[config.mk]
export PLATFORM = sky130hd
export DESIGN_NAME = irq_arbiter
export DESIGN_NICKNAME = d
export VERILOG_FILES = /design/src/rtl/irq_arb_pkg.sv /design/src/rtl/irq_mask_bits.sv /design/src/rtl/irq_prom_reg.sv /design/src/rtl/irq_nmi_pick.sv /design/src/rtl/irq_msk_pick.sv /design/src/rtl/irq_arbiter.sv
export SDC_FILE = /design/constraint.sdc
export NUM_CORES = 1
export LEC_CHECK = 0
export CAP_MARGIN = 40
export CORE_MARGIN = 5
export CORE_UTILIZATION = 37
export CTS_BUF_LIST = sky130_fd_sc_hd__clkbuf_16
export CTS_CLUSTER_DIAMETER = 100
export DETAILED_ROUTE_END_ITERATION = 6
export PLACE_DENSITY_LB_ADDON = 0.15
export SLEW_MARGIN = 25
export SYNTH_ARGS = -nofsm -noshare
export SYNTH_HDL_FRONTEND = slang
export SYNTH_SLANG_ARGS = --single-unit
[constraint.sdc]
create_clock -name clk -period 2.3 [get_ports clk]
set_input_delay 0.46 -clock clk [delete_from_list [all_inputs] [get_ports clk]]
set_output_delay 0.46 -clock clk [all_outputs]
set_load 0.1 [all_outputs]
[src/rtl/irq_arb_pkg.sv]
package irq_arb_pkg;

   // Low byte of the vector for a source at position idx counted down from top.
   function automatic logic [7:0] vec_lo(input logic [7:0] top, input int idx);
      return top - 8'(2 * idx);
   endfunction

endpackage

[src/rtl/irq_mask_bits.sv]
module irq_mask_bits (
   input  logic clk,
   input  logic rst,
   input  logic take_nmi,
   input  logic take_msk,
   input  logic rti_en,
   input  logic rti_x,
   input  logic rti_i,
   input  logic sw_wr,
   input  logic sw_x,
   input  logic sw_i,
   output logic x_q,
   output logic i_q
);

   // Priority: interrupt entry, then return restore, then software write.
   always_ff @(posedge clk) begin
      if (rst) begin
         x_q <= 1'b1;
         i_q <= 1'b1;
      end else if (take_nmi) begin
         x_q <= 1'b1;
         i_q <= 1'b1;
      end else if (take_msk) begin
         i_q <= 1'b1;
      end else if (rti_en) begin
         x_q <= x_q & rti_x;
         i_q <= rti_i;
      end else if (sw_wr) begin
         x_q <= x_q & sw_x;
         i_q <= sw_i;
      end
   end

   assert_reset_masks_R4: assert property (@(posedge clk) rst |=> (x_q && i_q))
      else $error("masks not set by reset");
   assert_x_hw_only_R5: assert property (@(posedge clk) disable iff (rst)
      (!x_q && !take_nmi) |=> !x_q)
      else $error("X set without nonmaskable entry");
   assert_i_on_entry_R5: assert property (@(posedge clk) disable iff (rst)
      (take_nmi || take_msk) |=> i_q)
      else $error("I not set on interrupt entry");
   assert_x_on_nmi_R5: assert property (@(posedge clk) disable iff (rst)
      take_nmi |=> x_q)
      else $error("X not set on nonmaskable entry");

endmodule

[src/rtl/irq_prom_reg.sv]
module irq_prom_reg
   import irq_arb_pkg::*;
#(
   parameter int         NUM_MASK = 8,
   parameter logic [7:0] MASK_TOP = 8'hF2,
   localparam int        IDXW     = (NUM_MASK > 1) ? $clog2(NUM_MASK) : 1
) (
   input  logic            clk,
   input  logic            rst,
   input  logic            wr,
   input  logic [7:0]      wdata,
   input  logic            i_bit,
   output logic [7:0]      prom_q,
   output logic [IDXW-1:0] prom_idx
);

   logic [6:0]          sel_q;
   logic [NUM_MASK-1:0] hit;
   logic                unused_wbit;

   assign unused_wbit = wdata[0];

   // One comparator per maskable vector.
   for (genvar k = 0; k < NUM_MASK; k++) begin : g_match
      localparam logic [7:0] LO = vec_lo(MASK_TOP, k);
      assign hit[k] = (wdata[7:1] == LO[7:1]);
   end

   always_ff @(posedge clk) begin
      if (rst)
         sel_q <= MASK_TOP[7:1];
      else if (wr && i_bit && (|hit))
         sel_q <= wdata[7:1];
   end

   assign prom_q = {sel_q, 1'b0};

   // Turn the stored byte back into a source index.
   always_comb begin
      prom_idx = '0;
      for (int k = 0; k < NUM_MASK; k++) begin
         if (sel_q == vec_lo(MASK_TOP, k) >> 1)
            prom_idx = IDXW'(k);
      end
   end

   assert_prom_locked_R8: assert property (@(posedge clk) disable iff (rst)
      !i_bit |=> $stable(prom_q))
      else $error("promotion changed while I clear");
   assert_prom_bad_ignored_R8: assert property (@(posedge clk) disable iff (rst)
      (wr && !(|hit)) |=> $stable(prom_q))
      else $error("promotion took an unmatched value");

endmodule

[src/rtl/irq_nmi_pick.sv]
module irq_nmi_pick
   import irq_arb_pkg::*;
#(
   parameter int         NUM_NMI  = 3,
   parameter int         XPIN_IDX = 2,
   parameter logic [7:0] NMI_TOP  = 8'hF8
) (
   input  logic               clk,
   input  logic               rst,
   input  logic [NUM_NMI-1:0] src,
   input  logic               x_bit,
   output logic               valid,
   output logic [7:0]         lo
);

   logic [NUM_NMI-1:0] eff;

   // Only the external pin source is gated by X.
   for (genvar j = 0; j < NUM_NMI; j++) begin : g_gate
      if (j == XPIN_IDX) begin : g_pin
         assign eff[j] = src[j] & ~x_bit;
      end else begin : g_free
         assign eff[j] = src[j];
      end
   end

   always_comb begin
      valid = 1'b0;
      lo    = '0;
      for (int j = NUM_NMI - 1; j >= 0; j--) begin
         if (eff[j]) begin
            valid = 1'b1;
            lo    = vec_lo(NMI_TOP, j);
         end
      end
   end

   assert_x_gates_pin_R3: assert property (@(posedge clk) disable iff (rst)
      (x_bit && src == (NUM_NMI'(1) << XPIN_IDX)) |-> !valid)
      else $error("pin nonmaskable passed while X set");
   assert_top_nmi_R1: assert property (@(posedge clk) disable iff (rst)
      src[0] |-> (valid && lo == NMI_TOP))
      else $error("highest nonmaskable lost");

endmodule

[src/rtl/irq_msk_pick.sv]
module irq_msk_pick
   import irq_arb_pkg::*;
#(
   parameter int         NUM_MASK = 8,
   parameter logic [7:0] MASK_TOP = 8'hF2,
   localparam int        IDXW     = (NUM_MASK > 1) ? $clog2(NUM_MASK) : 1
) (
   input  logic                clk,
   input  logic                rst,
   input  logic [NUM_MASK-1:0] req,
   input  logic [IDXW-1:0]     prom_idx,
   output logic                valid,
   output logic [7:0]          lo
);

   logic [NUM_MASK-1:0] grant;
   logic [NUM_MASK-1:0] below;   // below[k]: some lower index requests
   logic                prom_hit;

   assign below[0] = 1'b0;
   for (genvar k = 1; k < NUM_MASK; k++) begin : g_chain
      assign below[k] = below[k-1] | req[k-1];
   end

   assign prom_hit = req[prom_idx];

   for (genvar k = 0; k < NUM_MASK; k++) begin : g_grant
      assign grant[k] = prom_hit ? (prom_idx == IDXW'(k)) : (req[k] & ~below[k]);
   end

   always_comb begin
      lo = '0;
      for (int k = 0; k < NUM_MASK; k++) begin
         if (grant[k])
            lo = lo | vec_lo(MASK_TOP, k);
      end
   end

   assign valid = |grant;

   assert_grant_onehot_R7: assert property (@(posedge clk) disable iff (rst)
      $onehot0(grant))
      else $error("more than one maskable grant");
   assert_promoted_wins_R7: assert property (@(posedge clk) disable iff (rst)
      req[prom_idx] |-> (lo == vec_lo(MASK_TOP, int'(prom_idx))))
      else $error("promoted source did not win");
   assert_any_req_valid_R2: assert property (@(posedge clk) disable iff (rst)
      (|req) |-> valid)
      else $error("request without grant");

endmodule

[src/rtl/irq_arbiter.sv]
module irq_arbiter
   import irq_arb_pkg::*;
#(
   parameter int         NUM_MASK = 8,
   parameter int         NUM_NMI  = 3,
   parameter int         XPIN_IDX = 2,
   parameter logic [7:0] MASK_TOP = 8'hF2,
   parameter logic [7:0] NMI_TOP  = 8'hF8,
   parameter logic [7:0] VEC_PAGE = 8'hFF,
   localparam int        IDXW     = (NUM_MASK > 1) ? $clog2(NUM_MASK) : 1
) (
   input  logic                clk,
   input  logic                rst,
   input  logic [NUM_NMI-1:0]  nmi_src,
   input  logic                ext_irq,
   input  logic                ext_pol,
   input  logic [NUM_MASK-2:0] per_flag,
   input  logic [NUM_MASK-2:0] per_en,
   input  logic                ccr_wr,
   input  logic                ccr_x_wd,
   input  logic                ccr_i_wd,
   input  logic                rti_en,
   input  logic                rti_x,
   input  logic                rti_i,
   input  logic                cpu_take,
   input  logic                prom_wr,
   input  logic [7:0]          prom_wdata,
   output logic [7:0]          prom_q,
   output logic                mask_x,
   output logic                mask_i,
   output logic                irq_valid,
   output logic                irq_nmi,
   output logic [15:0]         irq_vector
);

   // Elaboration-time parameter checks.
   if (NUM_MASK < 2) begin : g_bad_nmask
      $error("NUM_MASK must be at least 2");
   end
   if (NUM_NMI < 1 || XPIN_IDX >= NUM_NMI) begin : g_bad_nmi
      $error("XPIN_IDX must index a nonmaskable source");
   end
   if (MASK_TOP[0] || NMI_TOP[0]) begin : g_bad_align
      $error("vector low bytes must be even");
   end
   if (int'(MASK_TOP) < 2 * (NUM_MASK - 1)) begin : g_bad_span
      $error("maskable vectors underflow the page");
   end
   if (int'(NMI_TOP) - 2 * (NUM_NMI - 1) <= int'(MASK_TOP)) begin : g_bad_overlap
      $error("nonmaskable vectors must sit above maskable ones");
   end

   logic                x_q, i_q;
   logic                take_nmi, take_msk;
   logic [IDXW-1:0]     prom_idx;
   logic                ext_lvl;
   logic [NUM_MASK-1:0] msk_req;
   logic                nmi_valid, msk_valid;
   logic [7:0]          nmi_lo, msk_lo;
   logic                win_valid;
   logic [7:0]          win_lo;
   logic                valid_q, nmi_q;
   logic [15:0]         vec_q;

   assign take_nmi = cpu_take & valid_q & nmi_q;
   assign take_msk = cpu_take & valid_q & ~nmi_q;

   irq_mask_bits u_masks (
      .clk      (clk),
      .rst      (rst),
      .take_nmi (take_nmi),
      .take_msk (take_msk),
      .rti_en   (rti_en),
      .rti_x    (rti_x),
      .rti_i    (rti_i),
      .sw_wr    (ccr_wr),
      .sw_x     (ccr_x_wd),
      .sw_i     (ccr_i_wd),
      .x_q      (x_q),
      .i_q      (i_q)
   );

   irq_prom_reg #(.NUM_MASK(NUM_MASK), .MASK_TOP(MASK_TOP)) u_prom (
      .clk      (clk),
      .rst      (rst),
      .wr       (prom_wr),
      .wdata    (prom_wdata),
      .i_bit    (i_q),
      .prom_q   (prom_q),
      .prom_idx (prom_idx)
   );

   // Pin level with selectable polarity, then the global gate.
   assign ext_lvl = ext_pol ? ext_irq : ~ext_irq;
   assign msk_req = {per_flag & per_en, ext_lvl} & {NUM_MASK{~i_q}};

   irq_nmi_pick #(.NUM_NMI(NUM_NMI), .XPIN_IDX(XPIN_IDX), .NMI_TOP(NMI_TOP)) u_nmi (
      .clk   (clk),
      .rst   (rst),
      .src   (nmi_src),
      .x_bit (x_q),
      .valid (nmi_valid),
      .lo    (nmi_lo)
   );

   irq_msk_pick #(.NUM_MASK(NUM_MASK), .MASK_TOP(MASK_TOP)) u_msk (
      .clk      (clk),
      .rst      (rst),
      .req      (msk_req),
      .prom_idx (prom_idx),
      .valid    (msk_valid),
      .lo       (msk_lo)
   );

   assign win_valid = nmi_valid | msk_valid;
   assign win_lo    = nmi_valid ? nmi_lo : msk_lo;

   always_ff @(posedge clk) begin
      if (rst) begin
         valid_q <= 1'b0;
         nmi_q   <= 1'b0;
         vec_q   <= '0;
      end else begin
         valid_q <= win_valid;
         nmi_q   <= nmi_valid;
         vec_q   <= win_valid ? {VEC_PAGE, win_lo} : 16'h0000;
      end
   end

   assign mask_x     = x_q;
   assign mask_i     = i_q;
   assign irq_valid  = valid_q;
   assign irq_nmi    = nmi_q;
   assign irq_vector = vec_q;

   assert_nmi_first_R1: assert property (@(posedge clk) disable iff (rst)
      nmi_valid |=> (irq_valid && irq_nmi))
      else $error("nonmaskable not presented");
   assert_i_blocks_R2: assert property (@(posedge clk) disable iff (rst)
      (mask_i && !nmi_valid) |=> !irq_valid)
      else $error("maskable passed while I set");
   assert_idle_zero_R9: assert property (@(posedge clk) disable iff (rst)
      !irq_valid |-> (irq_vector == 16'h0000))
      else $error("vector not zero when idle");

endmodule

==> summary.md <==
| Metric | Value |
|---|---|
| Setup CP Type | `in2reg` |
| Post-synth EDFFs | `0` |
| Post-Route WL | `2960 um` |
| Final hold slack | `448 ps` |
| Top post-synthesis cells by area | `dfxtp_1 31%, buf_4 8.6%, nand2_1 5.4%, nor2_1 4.6%, a21oi_1 4.3%` |
| Top cell type's share of synthesized area | `30.5%` |
| Reg-to-Reg Start | `u_prom.sel_q[6]` |
| Top-count cell post-synth | `dfxtp_1` |
| Fin nets | `232` |
| Ports | `65` |
| Period minus WS final | `2140 ps` |
| Worst path max stage delay | `480 ps` |
| Layout cells sized above 1 | `25.3%` |
| Area of the multi-input gates | `607 sq um` |
| Critical-path top delay cell | `clkdlybuf4s50_1` |
| R2R depth | `6` |
| Reg area | `334 sq um` |
| Area Growth Syn to Fin | `62.9%` |
| Final GP Congestion | `0.799` |
| Final hold vios | `0` |
| Post-synth ARST share | `0%` |
| WL/cell | `13.2 um` |
| First-pass GRT wire length | `5040 um` |
| Hold_buf cts | `0` |
| DPL Wire Length | `2440 um` |
| Overall power | `1.07 mW` |
| Crit path capture type | `register` |
| Core area | `0.00273 sq mm` |
| CP Launch Type | `primary input` |
| Total internal power | `655 uW` |
| Seq/Total Area, Yosys | `30.5%` |
| Crit path max fanout | `2` |
| Bufs on Longest Clock Path | `2` |
| Worst-path clk slew | `50 ps` |
| Antenna cells | `0` |
| RSZ-0062 raised after global routing | `no` |
| Die width | `63.3 um` |
| Starting Density | `38.4%` |
| Clock latency at the later pin of the worst-skew pair | `250 ps` |
| Psw | `416 uW` |
| Total CTS buffers | `3` |
| Synth cell types | `39` |
| GR Util All Layers | `14.9%` |
| I/O Buffers | `61` |
| Die height | `63.3 um` |
| Reg2reg end | `irq_vector[4]` |
| Max Cap Viol | `0` |
| DRC Markers | `0` |
| CTS tree | `done` |
| Htree depth | `1` |
| Drt first pass iters | `4` |
| Worst Skew | `2.47 ps` |
| Dominant synthesized flop cell | `dfxtp_1` |
| Post-CTS Setup Bufs | `0` |
| Final max-slew violation count | `0` |
| Hold Path Stages | `1` |
| CTS Sinks | `16` |
| Final worst setup slack | `161 ps` |
| Fillers | `233` |
| Power Density | `626 mW/mm^2` |
| Final setup vio count | `0` |
| Switching share of total power | `38.9%` |
| GRT overflow | `0` |
| Reg2Reg Setup Slack | `300 ps` |
| Vias in the first global route | `1161` |
| Arr. time, crit path | `2280 ps` |
| Ordered list of cells on the worst path | `clkdlybuf4s50_1 -> nand3b_1 -> a211o_1 -> a2bb2oi_2 -> a22oi_2 -> or4_1 -> a32o_1` |
| Worst slack, placed | `-99.1 ps` |
| Initial antenna violation count | `0` |
| Via count | `1148` |
| Vias/cell | `5.10` |
| Post-CTS sizing | `0` |
| Final worst-path cycle share | `93.0%` |
| Post-route ant nets | `0` |
| Synth top cells by count | `16 x dfxtp_1, 15 x nand2_1, 13 x nor2_1, 12 x buf_4, 9 x a21oi_1` |
| Type of the tightest min-delay check | `reg2reg` |
| Die Area | `0.00400 sq mm` |
| Leading area contributor after synthesis | `dfxtp_1` |
| Hold_sp | `u_prom.sel_q[6]` |
| CTS root buffer | `clkbuf_16` |
| Logic gate share of total power | `39.7%` |
| Cell Area, Synth | `0.00105 sq mm` |
| WHS Endpoint | `u_prom.sel_q[6]` |
| WP data required | `2440 ps` |
| Num rows | `19` |
| Syn. warnings | `0` |
| Leakage | `0.751 nW` |
| Layout Utilization | `62.6%` |
| Synth Area per Inst | `7.83 sq um` |
| Clock Power Share | `31.6%` |
| Flop pwr share | `28.8%` |
| Peak Freq | `468 MHz` |
| Post-Synthesis Cells | `134` |
| DRT iter0 DRCs | `17` |
| Maximum VDD drop | `0.634 mV` |
| Largest net degree at the start of global routing | `13` |
| Status | `finished clean` |
| Register bit total from synthesis | `16` |
-- logic make-up (layout without fill, tap and decap cells) --
logic type,count (synthesis),count (layout),share of synthesized area (%)
mux,4,4,3.81
xor+xnor,5,5,4.17
flops,16,16,30.5
simple gates,49,49,22.5
other cells,1,2,0.357
buf+inv,21,80,12.0
compound gates,38,38,26.6
-- critical path: cells and delay by family --
family,cells,cell delay [ps]
buffers and inverters,1,480
AOI/OAI and AO/OA,4,830
and+or+nand+nor,2,500
-- worst max-delay path by stage --
| stage | start | to | slack [ps] | cells after the start |
|---|---|---|---|---|
| floorplan | u_prom.sel_q[4] | irq_vector[1] | 10 | 6 |
| global placement | per_flag[2] | irq_vector[1] | -90 | 7 |
| detailed placement | per_en[2] | irq_vector[1] | -100 | 7 |
| CTS | per_en[2] | irq_vector[1] | 150 | 7 |
| global route | per_en[2] | irq_vector[1] | 60 | 7 |
| finish | per_en[2] | irq_vector[1] | 160 | 7 |
-- state kept, by name, summed over array words and instances, names as in the netlist --
| signal | count |
|---|---|
| irq_nmi | 1 |
| irq_vector | 6 |
| u_masks.i_q | 1 |
| u_masks.x_q | 1 |
| u_prom.sel_q | 7 |
-- power by group through the flow --
stage	Combinational (mW)	Clock, mW	Sequential, mW
after floorplan	0.212	0	0.409
after global placement	0.424	0	0.313
after detailed placement	0.425	0	0.314
after CTS	0.426	0.342	0.308
after global routing	0.443	0.356	0.311
final	0.425	0.338	0.308
-- metal layers --
layer  routed length, um  vias up  GRT usage [%]  share of wire [%]
met5                   0        -              0                  0
met1                1210      512           17.0                 41
li1                    -      590              -                  -
met2                1490       44           26.9                 50
met4                  17        0           3.12               0.57
met3                 240        2           4.80                8.1
-- placed cells by master, fill, tap and decap left out, types with 2 or more instances in the layout --
| master | count |
|---|---|
| clkdlybuf4s50_1 | 35 |
| buf_4 | 35 |
| nand2_1 | 15 |
| nor2_1 | 13 |
| a21oi_1 | 9 |
| dfxtp_1 | 9 |
| nand3_1 | 7 |
| inv_1 | 6 |
| a31oi_1 | 5 |
| dfxtp_2 | 5 |
| mux2i_1 | 4 |
| xnor2_1 | 3 |
| nand2b_1 | 3 |
| a21o_1 | 3 |
| o21ai_0 | 3 |
| clkbuf_16 | 3 |
| o211ai_1 | 2 |
| nor3b_1 | 2 |
| o21bai_1 | 2 |
| a41o_1 | 2 |
| xor2_1 | 2 |
| nand3b_1 | 2 |
| a211o_1 | 2 |
| nor3_1 | 2 |
| conb_1 | 2 |
| dfxtp_4 | 2 |
-- per-stage QoR --
stage / instance area (sq um) / cells / TNS, ps
5_1_grt: 1710 / 225 / 0
4_1_cts: 1710 / 225 / 0
3_3_place_gp: 1630 / 221 / -88.4
6_report: 1710 / 225 / 0
2_1_floorplan: 1070 / 135 / 0
3_5_place_dp: 1630 / 221 / -99.1
-- layout make-up --
type / instances / share of cell area [%]
timing repair buffer: 71 / 37.0
multi-input combinational: 98 / 35.5
sequential: 16 / 19.5
clock buffer: 3 / 4.39
tap: 31 / 2.27
inverter: 5 / 1.10
clock inverter: 1 / 0.219
(Power assumes the default switching activity.)
